`config.mk`:
```
export PLATFORM = sky130hd
export DESIGN_NAME = slv_tx_flow
export DESIGN_NICKNAME = d
export VERILOG_FILES = /design/src/rtl/slv_tx_pkg.sv /design/src/rtl/slv_tx_dpath.sv /design/src/rtl/slv_tx_ctrl.sv /design/src/rtl/slv_tx_flow.sv
export SDC_FILE = /design/constraint.sdc
export NUM_CORES = 1
export LEC_CHECK = 0
export ABC_AREA = 1
export BUFFER_PORTS_ARGS = -buffer_cell sky130_fd_sc_hd__buf_2
export CAP_MARGIN = 25
export CORE_MARGIN = 2
export CORE_UTILIZATION = 58
export CTS_CLUSTER_SIZE = 30
export DETAILED_ROUTE_END_ITERATION = 8
export PLACE_DENSITY = 0.91
export SETUP_SLACK_MARGIN = 0.5
export SYNTH_ARGS = -nofsm -noshare
export SYNTH_HDL_FRONTEND = slang
export SYNTH_SLANG_ARGS = --single-unit
```
`constraint.sdc`:
```
create_clock -name clk -period 3.1 [get_ports clk]
set_input_delay 0.62 -clock clk [delete_from_list [all_inputs] [get_ports clk]]
set_output_delay 0.62 -clock clk [all_outputs]
set_load 0.02 [all_outputs]
```
`src/rtl/slv_tx_pkg.sv`:
```
package slv_tx_pkg;

  typedef enum logic [1:0] {
    ST_IDLE   = 2'd0,
    ST_ACTIVE = 2'd1,
    ST_NACK   = 2'd2
  } txState_t;

  typedef struct packed {
    logic drWrite;
    logic shLoad;
    logic shShift;
    logic shDrop;
  } dpStrb_t;

endpackage

```
`src/rtl/slv_tx_dpath.sv`:
```
module slv_tx_dpath
  import slv_tx_pkg::*;
#(
  parameter int DATA_W = 8
) (
  input  logic              clk,
  input  logic              rstN,
  input  dpStrb_t           strb,
  input  logic [DATA_W-1:0] dataIn,
  output logic              shEmpty,
  output logic              bitsDone,
  output logic              sdaBit
);

  localparam int CNT_W = $clog2(DATA_W + 1);
  localparam logic [CNT_W-1:0] LAST_CNT = CNT_W'(DATA_W);

  logic [DATA_W-1:0] dataReg;
  logic [DATA_W-1:0] shReg;
  logic [CNT_W-1:0]  bitCnt;
  logic              shLoaded;

  always_ff @(posedge clk) begin
    if (!rstN) begin
      dataReg <= '0;
    end else if (strb.drWrite) begin
      dataReg <= dataIn;
    end
  end

  always_ff @(posedge clk) begin
    if (!rstN) begin
      shReg    <= '0;
      bitCnt   <= '0;
      shLoaded <= 1'b0;
    end else if (strb.shDrop) begin
      shLoaded <= 1'b0;
      bitCnt   <= '0;
    end else if (strb.shLoad) begin
      shReg    <= dataReg;
      shLoaded <= 1'b1;
      bitCnt   <= '0;
    end else if (strb.shShift) begin
      shReg  <= {shReg[DATA_W-2:0], 1'b0};
      bitCnt <= bitCnt + 1'b1;
    end
  end

  assign shEmpty  = !shLoaded;
  assign bitsDone = (bitCnt == LAST_CNT);
  assign sdaBit   = (shLoaded && !bitsDone) ? shReg[DATA_W-1] : 1'b1;

  // a byte is only moved into an empty shift register
  p_load_into_empty_r3: assert property (@(posedge clk) disable iff (!rstN)
    strb.shLoad |-> !shLoaded);

  // shifting only happens inside a loaded byte
  p_shift_in_byte_r7: assert property (@(posedge clk) disable iff (!rstN)
    strb.shShift |-> (shLoaded && bitCnt < LAST_CNT));

endmodule

```
`src/rtl/slv_tx_ctrl.sv`:
```
module slv_tx_ctrl
  import slv_tx_pkg::*;
(
  input  logic    clk,
  input  logic    rstN,
  input  logic    addrMatch,
  input  logic    stat1Rd,
  input  logic    stat2Rd,
  input  logic    dataWr,
  input  logic    ackFailClr,
  input  logic    evIntEn,
  input  logic    bufIntEn,
  input  logic    bitShift,
  input  logic    ackStrobe,
  input  logic    ackNack,
  input  logic    busEnd,
  input  logic    shEmpty,
  input  logic    bitsDone,
  output dpStrb_t strb,
  output logic    sclHold,
  output logic    addrFlag,
  output logic    txEmpty,
  output logic    btfFlag,
  output logic    ackFail,
  output logic    evIrq
);

  txState_t state;
  logic     drFull;
  logic     sr1Seen;
  logic     btfRdSeen;

  logic active;
  logic loadNow;
  logic ackEv;
  logic goodAck;
  logic badAck;

  assign active  = (state == ST_ACTIVE);
  assign loadNow = active && !busEnd && !addrFlag && drFull && shEmpty;
  assign ackEv   = active && !busEnd && ackStrobe && bitsDone && !shEmpty;
  assign goodAck = ackEv && !ackNack;
  assign badAck  = ackEv && ackNack;

  always_comb begin
    strb.drWrite = active && !busEnd && dataWr;
    strb.shLoad  = loadNow;
    strb.shShift = active && !busEnd && bitShift && !shEmpty && !bitsDone;
    strb.shDrop  = ackEv || (busEnd && state != ST_IDLE);
  end

  always_ff @(posedge clk) begin
    if (!rstN) begin
      state     <= ST_IDLE;
      addrFlag  <= 1'b0;
      txEmpty   <= 1'b0;
      btfFlag   <= 1'b0;
      ackFail   <= 1'b0;
      drFull    <= 1'b0;
      sr1Seen   <= 1'b0;
      btfRdSeen <= 1'b0;
    end else begin
      if (ackFailClr) ackFail <= 1'b0;
      if (badAck)     ackFail <= 1'b1;

      if (stat1Rd) sr1Seen <= 1'b1;
      if (stat2Rd) sr1Seen <= 1'b0;
      if (stat2Rd && sr1Seen) addrFlag <= 1'b0;
      if (stat1Rd && btfFlag) btfRdSeen <= 1'b1;

      case (state)
        ST_IDLE: begin
          if (addrMatch) begin
            state     <= ST_ACTIVE;
            addrFlag  <= 1'b1;
            txEmpty   <= 1'b1;
            drFull    <= 1'b0;
            btfFlag   <= 1'b0;
            btfRdSeen <= 1'b0;
            sr1Seen   <= 1'b0;
          end
        end
        ST_ACTIVE: begin
          if (busEnd) begin
            state     <= ST_IDLE;
            addrFlag  <= 1'b0;
            txEmpty   <= 1'b0;
            drFull    <= 1'b0;
            btfFlag   <= 1'b0;
            btfRdSeen <= 1'b0;
          end else begin
            if (loadNow) begin
              drFull  <= 1'b0;
              txEmpty <= 1'b1;
            end
            if (goodAck && !drFull) btfFlag <= 1'b1;
            if (badAck) state <= ST_NACK;
            if (dataWr) begin
              drFull  <= 1'b1;
              txEmpty <= 1'b0;
              if (btfRdSeen) begin
                btfFlag   <= 1'b0;
                btfRdSeen <= 1'b0;
              end
            end
          end
        end
        ST_NACK: begin
          if (busEnd) begin
            state     <= ST_IDLE;
            addrFlag  <= 1'b0;
            txEmpty   <= 1'b0;
            drFull    <= 1'b0;
            btfFlag   <= 1'b0;
            btfRdSeen <= 1'b0;
          end
        end
        default: state <= ST_IDLE;
      endcase
    end
  end

  assign sclHold = active && (addrFlag || shEmpty);
  assign evIrq   = evIntEn && (addrFlag || btfFlag || ackFail || (bufIntEn && txEmpty));

  // the address flag falls only on the second status read (or bus end)
  p_addr_clear_seq_r2: assert property (@(posedge clk) disable iff (!rstN)
    $fell(addrFlag) |-> ($past(stat2Rd) || $past(busEnd)));

  // empty flag falls only on a data write (or bus end)
  p_txe_fall_write_r3: assert property (@(posedge clk) disable iff (!rstN)
    $fell(txEmpty) |-> ($past(dataWr) || $past(busEnd)));

  // byte-finished only rises while the holding register is empty
  p_btf_after_empty_r5: assert property (@(posedge clk) disable iff (!rstN)
    $rose(btfFlag) |-> $past(txEmpty));

  // no-acknowledge flag falls only on the software clear
  p_af_clear_r8: assert property (@(posedge clk) disable iff (!rstN)
    $fell(ackFail) |-> $past(ackFailClr));

  // once in the NACK wait, no new byte is loaded
  p_nack_no_load_r9: assert property (@(posedge clk) disable iff (!rstN)
    (state == ST_NACK) |=> !(state == ST_ACTIVE && $past(state) == ST_NACK));

endmodule

```
`src/rtl/slv_tx_flow.sv`:
```
module slv_tx_flow
  import slv_tx_pkg::*;
#(
  parameter int DATA_W = 8
) (
  input  logic              clk,
  input  logic              rstN,
  input  logic              addrMatch,
  input  logic              stat1Rd,
  input  logic              stat2Rd,
  input  logic              dataWr,
  input  logic [DATA_W-1:0] dataIn,
  input  logic              ackFailClr,
  input  logic              evIntEn,
  input  logic              bufIntEn,
  input  logic              bitShift,
  input  logic              ackStrobe,
  input  logic              ackNack,
  input  logic              busEnd,
  output logic              sclHold,
  output logic              sdaOut,
  output logic              addrFlag,
  output logic              txEmpty,
  output logic              btfFlag,
  output logic              ackFail,
  output logic              evIrq
);

  dpStrb_t strb;
  logic    shEmpty;
  logic    bitsDone;

  slv_tx_ctrl u_ctrl (
    .clk        (clk),
    .rstN       (rstN),
    .addrMatch  (addrMatch),
    .stat1Rd    (stat1Rd),
    .stat2Rd    (stat2Rd),
    .dataWr     (dataWr),
    .ackFailClr (ackFailClr),
    .evIntEn    (evIntEn),
    .bufIntEn   (bufIntEn),
    .bitShift   (bitShift),
    .ackStrobe  (ackStrobe),
    .ackNack    (ackNack),
    .busEnd     (busEnd),
    .shEmpty    (shEmpty),
    .bitsDone   (bitsDone),
    .strb       (strb),
    .sclHold    (sclHold),
    .addrFlag   (addrFlag),
    .txEmpty    (txEmpty),
    .btfFlag    (btfFlag),
    .ackFail    (ackFail),
    .evIrq      (evIrq)
  );

  slv_tx_dpath #(.DATA_W(DATA_W)) u_dpath (
    .clk      (clk),
    .rstN     (rstN),
    .strb     (strb),
    .dataIn   (dataIn),
    .shEmpty  (shEmpty),
    .bitsDone (bitsDone),
    .sdaBit   (sdaOut)
  );

endmodule

```
==> results of run 1 <==
final timing paths:
check / endpoint / slack (ns)
hold reg to reg: u_dpath.dataReg[2] / 0.48
setup / recovery: sdaOut / 1.10
setup reg to reg: u_dpath.shReg[5] / 1.43
hold / removal: u_dpath.dataReg[2] / 0.48
power by group:
group / total (mW) / leakage (nW) / switching (mW) / internal [mW]
logic: 0.101 / 0.562 / 0.0648 / 0.0363
clock network: 0.307 / 0.0450 / 0.140 / 0.167
registers: 0.406 / 0.243 / 0.00876 / 0.398
stage by stage:
stage	instance area (um^2)	cells	power [mW]	setup WS, ns	util
after floorplan	1529	213	0.4820	1.486	-
after global placement	1678	266	0.5126	1.413	0.6773
after detailed placement	1678	266	0.5152	1.362	0.6773
after CTS	1755	274	0.8202	1.092	0.7086
after global routing	1755	274	0.8502	1.012	0.7086
final	1755	274	0.8143	1.102	0.7086
cells by family after synthesis:
group | Yosys count
AO/OA/AOI/OAI | 52
XOR/XNOR | 1
adder cells (fa/ha/maj) | 7
buffers and inverters | 39
flip-flops | 30
AND/OR/NAND/NOR | 84
flip-flops by register name, summed over array words and instances (netlist names):
signal,flops
u_dpath.dataReg,8
u_dpath.shReg,8
u_dpath.bitCnt,4
u_ctrl.state,2
u_ctrl.ackFail,1
u_ctrl.addrFlag,1
u_ctrl.btfFlag,1
u_ctrl.btfRdSeen,1
u_ctrl.drFull,1
u_ctrl.sr1Seen,1
u_ctrl.txEmpty,1
u_dpath.shLoaded,1
routing by layer:
layer | part of all wire | global-route usage | vias to the layer above | wire length, um
met5 | 0 | 0 | - | 0
met4 | 0.022 | 0.1254 | 0 | 66
met3 | 0.077 | 0.07963 | 6 | 234
met2 | 0.42 | 0.3044 | 51 | 1276
met1 | 0.48 | 0.2941 | 609 | 1481
li1 | - | - | 741 | -
layout by cell type, fill, tap and decap left out:
master / synthesis / layout
xor2_1: 1 / 1
bufinv_16: 0 / 1
buf_2: 1 / 27
ha_1: 7 / 7
clkbuf_4: 0 / 5
inv_1: 33 / 33
dfxtp_1: 30 / 30
o2111a_1: 1 / 1
o21ai_1: 1 / 1
nand2_4: 1 / 1
nand3_1: 11 / 11
o21ai_2: 7 / 7
a21oi_1: 17 / 17
a211oi_1: 2 / 2
nor2_1: 28 / 28
nor3_2: 1 / 1
nand4_1: 1 / 1
nor2_4: 1 / 1
nand2_2: 1 / 1
clkinv_2: 0 / 2
inv_2: 2 / 2
o21ai_0: 23 / 23
nor3_4: 1 / 1
nor2_2: 2 / 2
nand2_1: 36 / 36
nand3b_1: 1 / 1
o21a_1: 1 / 1
worst register-to-register path: stages, from the launching register on:
cell	delay, ns
dfxtp_1	0.35
inv_1	0.11
ha_1	0.18
inv_1	0.08
nor2_4	0.19
nand4_1	0.20
nand2_2	0.18
inv_2	0.10
nor2_1	0.12
nor2_1	0.06
synthesized netlist by cell type, types with 2 or more instances:
cell,instances
nand2_1,36
inv_1,33
dfxtp_1,30
nor2_1,28
o21ai_0,23
a21oi_1,17
nand3_1,11
ha_1,7
o21ai_2,7
a211oi_1,2
clkbuf_1,2
inv_2,2
nor2_2,2
layout make-up:
type | count | share of cell area
multi-input cells | 144 | 0.4405
inverters | 35 | 0.07484
clock inverters | 3 | 0.02281
flip-flops and latches | 30 | 0.3421
well taps | 30 | 0.02138
repair buffers | 27 | 0.07698
clock buffers | 5 | 0.02138
==> impl_metrics.tcl, run 1 <==
set metrics [dict create \
    grt_pass1_wl_um 5264 \
    power.density_mw_per_mm2 463.9 \
    crit-reg2reg-launch "u_ctrl.state[1]" \
    cap_violations 0 \
    layout_min_cycle_time_ns 1.998 \
    numCtsBuffers 5 \
    hold_slack_ns 0.4779 \
    ff_latch_area_um2 600.6 \
    num_rows 18 \
    outcome "finished clean" \
    synth_xor_area_frac 0.005728 \
    max_slew.worst_pin.slew_ns 0.4375 \
    synth_area_mm2 0.001529 \
    nFillCells 205 \
    multi_input_area_um2 773.2 \
    yosysWarnings 0 \
    end_kind "output port" \
    die_area_mm2 0.003063 \
    yosys_most_used_dff "dfxtp_1" \
    path_max_fanout 4 \
    cp_top_family "flip-flops" \
    antenna_found_initial 0 \
    synth_top_family_by_area "simple AND/OR/NAND/NOR gates" \
    avgSynthCellArea_um2 7.178 \
    worstPathRequired_ns 2.48 \
    min_delay_path_depth 2 \
    hold_violations 0 \
    leakage_nw 0.8504 \
    grt_max_degree 23 \
    hp-start "u_dpath.dataReg[2]" \
    holdBufCountCts 0 \
    dr.first_iter.drc_count 44 \
    crit_type "flip-flop to output port" \
    clockBufferDepth 2 \
    ys_async_sr_fraction 0 \
    syn_inst 213 \
    clock-sinks 30 \
    cp_cell_sequence "inv_1 -> ha_1 -> nand3_1 -> nand3b_1 -> buf_2" \
    synth_area_leaders "dfxtp_1 (39%), nand2_1 (8.8%), inv_1 (8.1%), o21ai_0 (7.5%), nor2_1 (6.9%)" \
    ant_nets 0 \
    grt_pass1_vias 1267 \
    rsz0062_at_grt "no" \
    setup_tns_ns 0 \
    gr-total-overflow 0 \
    reg2regPathDepth 9 \
    hp-class "flip-flop to flip-flop" \
    drc 0 \
    ys_seq_elements 30 \
    die_h_um 55.35 \
    synthSimpleGateAreaFrac 0.2463 \
    cts-root-buf "clkbuf_4" \
    area_growth_pct 14.81 \
    cts-resized-gates 0 \
    clkTransAtPathRegs_ns 0.10 \
    ys_types 26 \
    synth_edf_count 0 \
    irDropWorstVdd_uv 515.6 \
    routed_wl_um 3058 \
    finalCritPeriodShare 0.6445 \
    nNetsFinal 271 \
    synth.net_count 241 \
    relSlewSlack 0.7076 \
    path_buf_inv 2 \
    synth_top_area_cell "dfxtp_1" \
    die_x_um 55.35 \
    vias_per_cell 5.135 \
    diodes 0 \
    gp_congestion 0.8908 \
    synth_mux_area_frac 0 \
    worstSetupPathDepth 5 \
    numPortBuffers 27 \
    timing.fmax_mhz 500.5 \
    cts_tree "done" \
    slowest_delay_ns 0.39 \
    grt_usage 0.2203 \
    start_util 0.6172 \
    dpl.hpwl_um 2266 \
    dr.pass1.iters 4 \
    wl_per_cell_um 11.16 \
    setup_viol 0 \
    htree_levels 2 \
    worst_setup_path_start_kind "flip-flop" \
    core-area_mm2 0.002477 \
    synth_fa_ha_area_frac 0.05728 \
    worst_path_max_delay_cell "dfxtp_1" \
    io_pins 28 \
    vias 1407 \
    startpoint "u_dpath.bitCnt[0]" \
    post_route_cells_drive_above_1_share 0.2090 \
    ys_seq_area_frac 0.3928 \
    fin_worst_skew_ns 0.008662 \
    drv_slew 0 \
    post_cts_buffers 0 \
    synthDominantCellAreaShare 0.3928 \
    synth-compound-area-share 0.1964 \
    worst_ep_arrival_time_ns 1.38 \
    insertion_delay_ns 0.34 \
]
No activity file was read; power rests on OpenSTA's default activity.
==> inputs of run 2 (changes only) <==
--- a/config.mk
+++ b/config.mk
@@ -5,14 +5,14 @@
 export SDC_FILE = /design/constraint.sdc
 export NUM_CORES = 1
 export LEC_CHECK = 0
-export ABC_AREA = 1
+export ABC_AREA = 0
 export BUFFER_PORTS_ARGS = -buffer_cell sky130_fd_sc_hd__buf_2
 export CAP_MARGIN = 25
 export CORE_MARGIN = 2
-export CORE_UTILIZATION = 58
+export CORE_UTILIZATION = 49
 export CTS_CLUSTER_SIZE = 30
 export DETAILED_ROUTE_END_ITERATION = 8
-export PLACE_DENSITY = 0.91
+export PLACE_DENSITY = 0.83
 export SETUP_SLACK_MARGIN = 0.5
 export SYNTH_ARGS = -nofsm -noshare
 export SYNTH_HDL_FRONTEND = slang
==> constraint.sdc (replaced) <==
create_clock -name clk -period 1.8 [get_ports clk]
set_input_delay 0.36 -clock clk [delete_from_list [all_inputs] [get_ports clk]]
set_output_delay 0.36 -clock clk [all_outputs]
set_load 0.02 [all_outputs]
==> impl_metrics.tcl, run 2 <==
set metrics [dict create \
    numCtsBuffers 5 \
    drv_slew 0 \
    yosysWarnings 0 \
    num_rows 19 \
    antenna_found_initial 0 \
    cap_violations 0 \
    wl_per_cell_um 23.12 \
    vias 1726 \
    finalCritPeriodShare 0.9299 \
    clock-sinks 30 \
    routed_wl_um 6151 \
    start_util 0.5254 \
    synthTopCellsByCount "dfxtp_1 (30), nand2_1 (27), a21boi_1 (11), nand3_1 (11)" \
    reg_top3 "u_dpath.dataReg (8), u_dpath.shReg (8), u_dpath.bitCnt (4)" \
    gr-total-overflow 0 \
    diodes 0 \
    clockBufferDepth 2 \
    worstPathRequired_ns 1.44 \
    vias_per_cell 6.489 \
    layout_common_cells "buf_2 (22), dfxtp_1 (21), buf_6 (19)" \
    final_common_cell "buf_2" \
    finalWorstSetupSlack_ns 0.1261 \
    setup_viol 0 \
    ys_seq_elements 30 \
    dpl.hpwl_um 2361 \
    ys_async_sr_fraction 0 \
    insertion_delay_ns 0.35 \
    clkTransAtPathRegs_ns 0.10 \
    hold_violations 0 \
    cts_tree "done" \
    worst_setup_path_start_kind "flip-flop" \
    area_growth_pct 64.81 \
    die_x_um 59.08 \
    worst_path_max_delay_cell "dfxtp_2" \
    nNetsFinal 262 \
    grt_pass1_wl_um 7893 \
    end_kind "output port" \
    dp_slack_ns 0.05322 \
    synth_area_leaders "dfxtp_1 (40%), nand2_1 (6.8%), ha_1 (5.9%), a21boi_1 (5.6%), nand3_1 (3.7%)" \
    wl_met1_um 2324 \
    crit_type "flip-flop to output port" \
    synthDominantCellAreaShare 0.4040 \
    irDropWorstVdd_uv 539.2 \
    die_area_mm2 0.003490 \
    yosys_most_used_dff "dfxtp_1" \
    grt_pass1_vias 1571 \
    io_pins 28 \
    leakage_nw 0.9529 \
    grt_usage 0.3093 \
    power.density_mw_per_mm2 622.4 \
    gp_congestion 0.8521 \
    avgSynthCellArea_um2 8.592 \
    worst_ep_arrival_time_ns 1.31 \
    ys_seq_area_frac 0.4040 \
    yosysMostFrequentCell "dfxtp_1" \
    power_mw 1.525 \
    routed.top_layer "met4" \
    ys_types 42 \
    path_max_fanout 2 \
    synth_area_mm2 0.001486 \
    holdBufCountCts 0 \
    syn_inst 173 \
    routed-wl-met2_um 3020 \
    core-area_mm2 0.002829 \
    rsz0062_at_grt "yes" \
    outcome "finished clean" \
    post_route_cells_drive_above_1_share 0.5957 \
    wl_met3_um 531 \
    fin_worst_skew_ns 0.01052 \
    numPortBuffers 27 \
    synth_top_area_cell "dfxtp_1" \
    setup_tns_ns 0 \
    die_h_um 59.08 \
    cp_cell_sequence "a2111oi_4 -> nor2b_1 -> buf_4" \
    hold_slack_ns 0.2008 \
    max_slew.worst_pin.slew_ns 0.4465 \
    grt_max_degree 26 \
    timing.fmax_mhz 597.4 \
    ant_nets 0 \
    cts-root-buf "clkbuf_4" \
    relSlewSlack 0.7023 \
    synth.net_count 201 \
    slowest_delay_ns 0.35 \
    drc 0 \
    htree_levels 2 \
    dr.pass1.iters 5 \
    synth_edf_count 0 \
    hp-class "input pin to flip-flop" \
    dr.first_iter.drc_count 122 \
    layout_min_cycle_time_ns 1.674 \
]
-- run 2: final timing paths --
kind	startpoint	end	slack [ns]	cells after the start
setup reg to reg	u_ctrl.state[1]	u_ctrl.txEmpty	0.14	9
hold / removal	stat2Rd	u_ctrl.sr1Seen	0.20	2
hold reg to reg	u_dpath.dataReg[0]	u_dpath.dataReg[0]	0.47	2
setup / recovery	u_ctrl.ackFail	evIrq	0.13	3
-- run 2: cell type report --
type,count,area [um^2]
clock buffer,7,55.05
clock inverter,1,5.005
fill,124,379.1
inverter,9,41.29
multi-input combinational,129,1219
sequential,30,619.3
tap,31,38.79
timing repair buffer,59,471.7
-- run 2: kinds of logic (layout without fill, tap and decap cells) --
logic type                 count (synthesis)  in the layout  share of synthesized area
and+or+nand+nor                           72             75                     0.2668
AOI/OAI and AO/OA                         44             44                     0.1978
DFF                                       30             30                     0.4040
buffers and inverters                     17             76                    0.05471
adders and majority gates                  7              7                    0.05892
xor gates and xnor gates                   3              3                    0.01768
-- run 2: timing repair --
| item | CTS | global route |
|---|---|---|
| setup endpoints to repair | 32 | 36 |
| cloned | 3 | 0 |
| buffers inserted | 20 | 9 |
| pin swaps | 23 | 35 |
| endpoints found under the hold margin | 0 | 0 |
| gates resized for setup | 67 | 50 |
-- run 2: critical path: cells and delay by family (launching register included) --
kind / cells / cell delay (ns)
buf+inv: 1 / 0.17
simple gates: 1 / 0.11
compound gates: 1 / 0.34
flops: 1 / 0.35
-- run 2: report_power, final --
part / internal, mW / total, mW / switching, mW
Sequential: 0.680 / 0.701 / 0.0210
Combinational: 0.184 / 0.386 / 0.202
Clock: 0.189 / 0.438 / 0.249
-- run 2: metrics by stage --
stage | instance area (um^2) | utilization | instances
global route | 2450 | 0.8660 | 266
floorplan | 1518 | - | 173
global placement | 1663 | 0.5878 | 226
CTS | 2166 | 0.7656 | 257
detailed placement | 1663 | 0.5878 | 226
finish | 2450 | 0.8660 | 266
-- run 2: metal layers --
| layer | global-route usage | vias to the layer above |
|---|---|---|
| met1 | 0.3877 | 840 |
| met5 | 0 | - |
| met4 | 0.1558 | 0 |
| met2 | 0.4794 | 116 |
| met3 | 0.09607 | 31 |
| li1 | - | 739 |
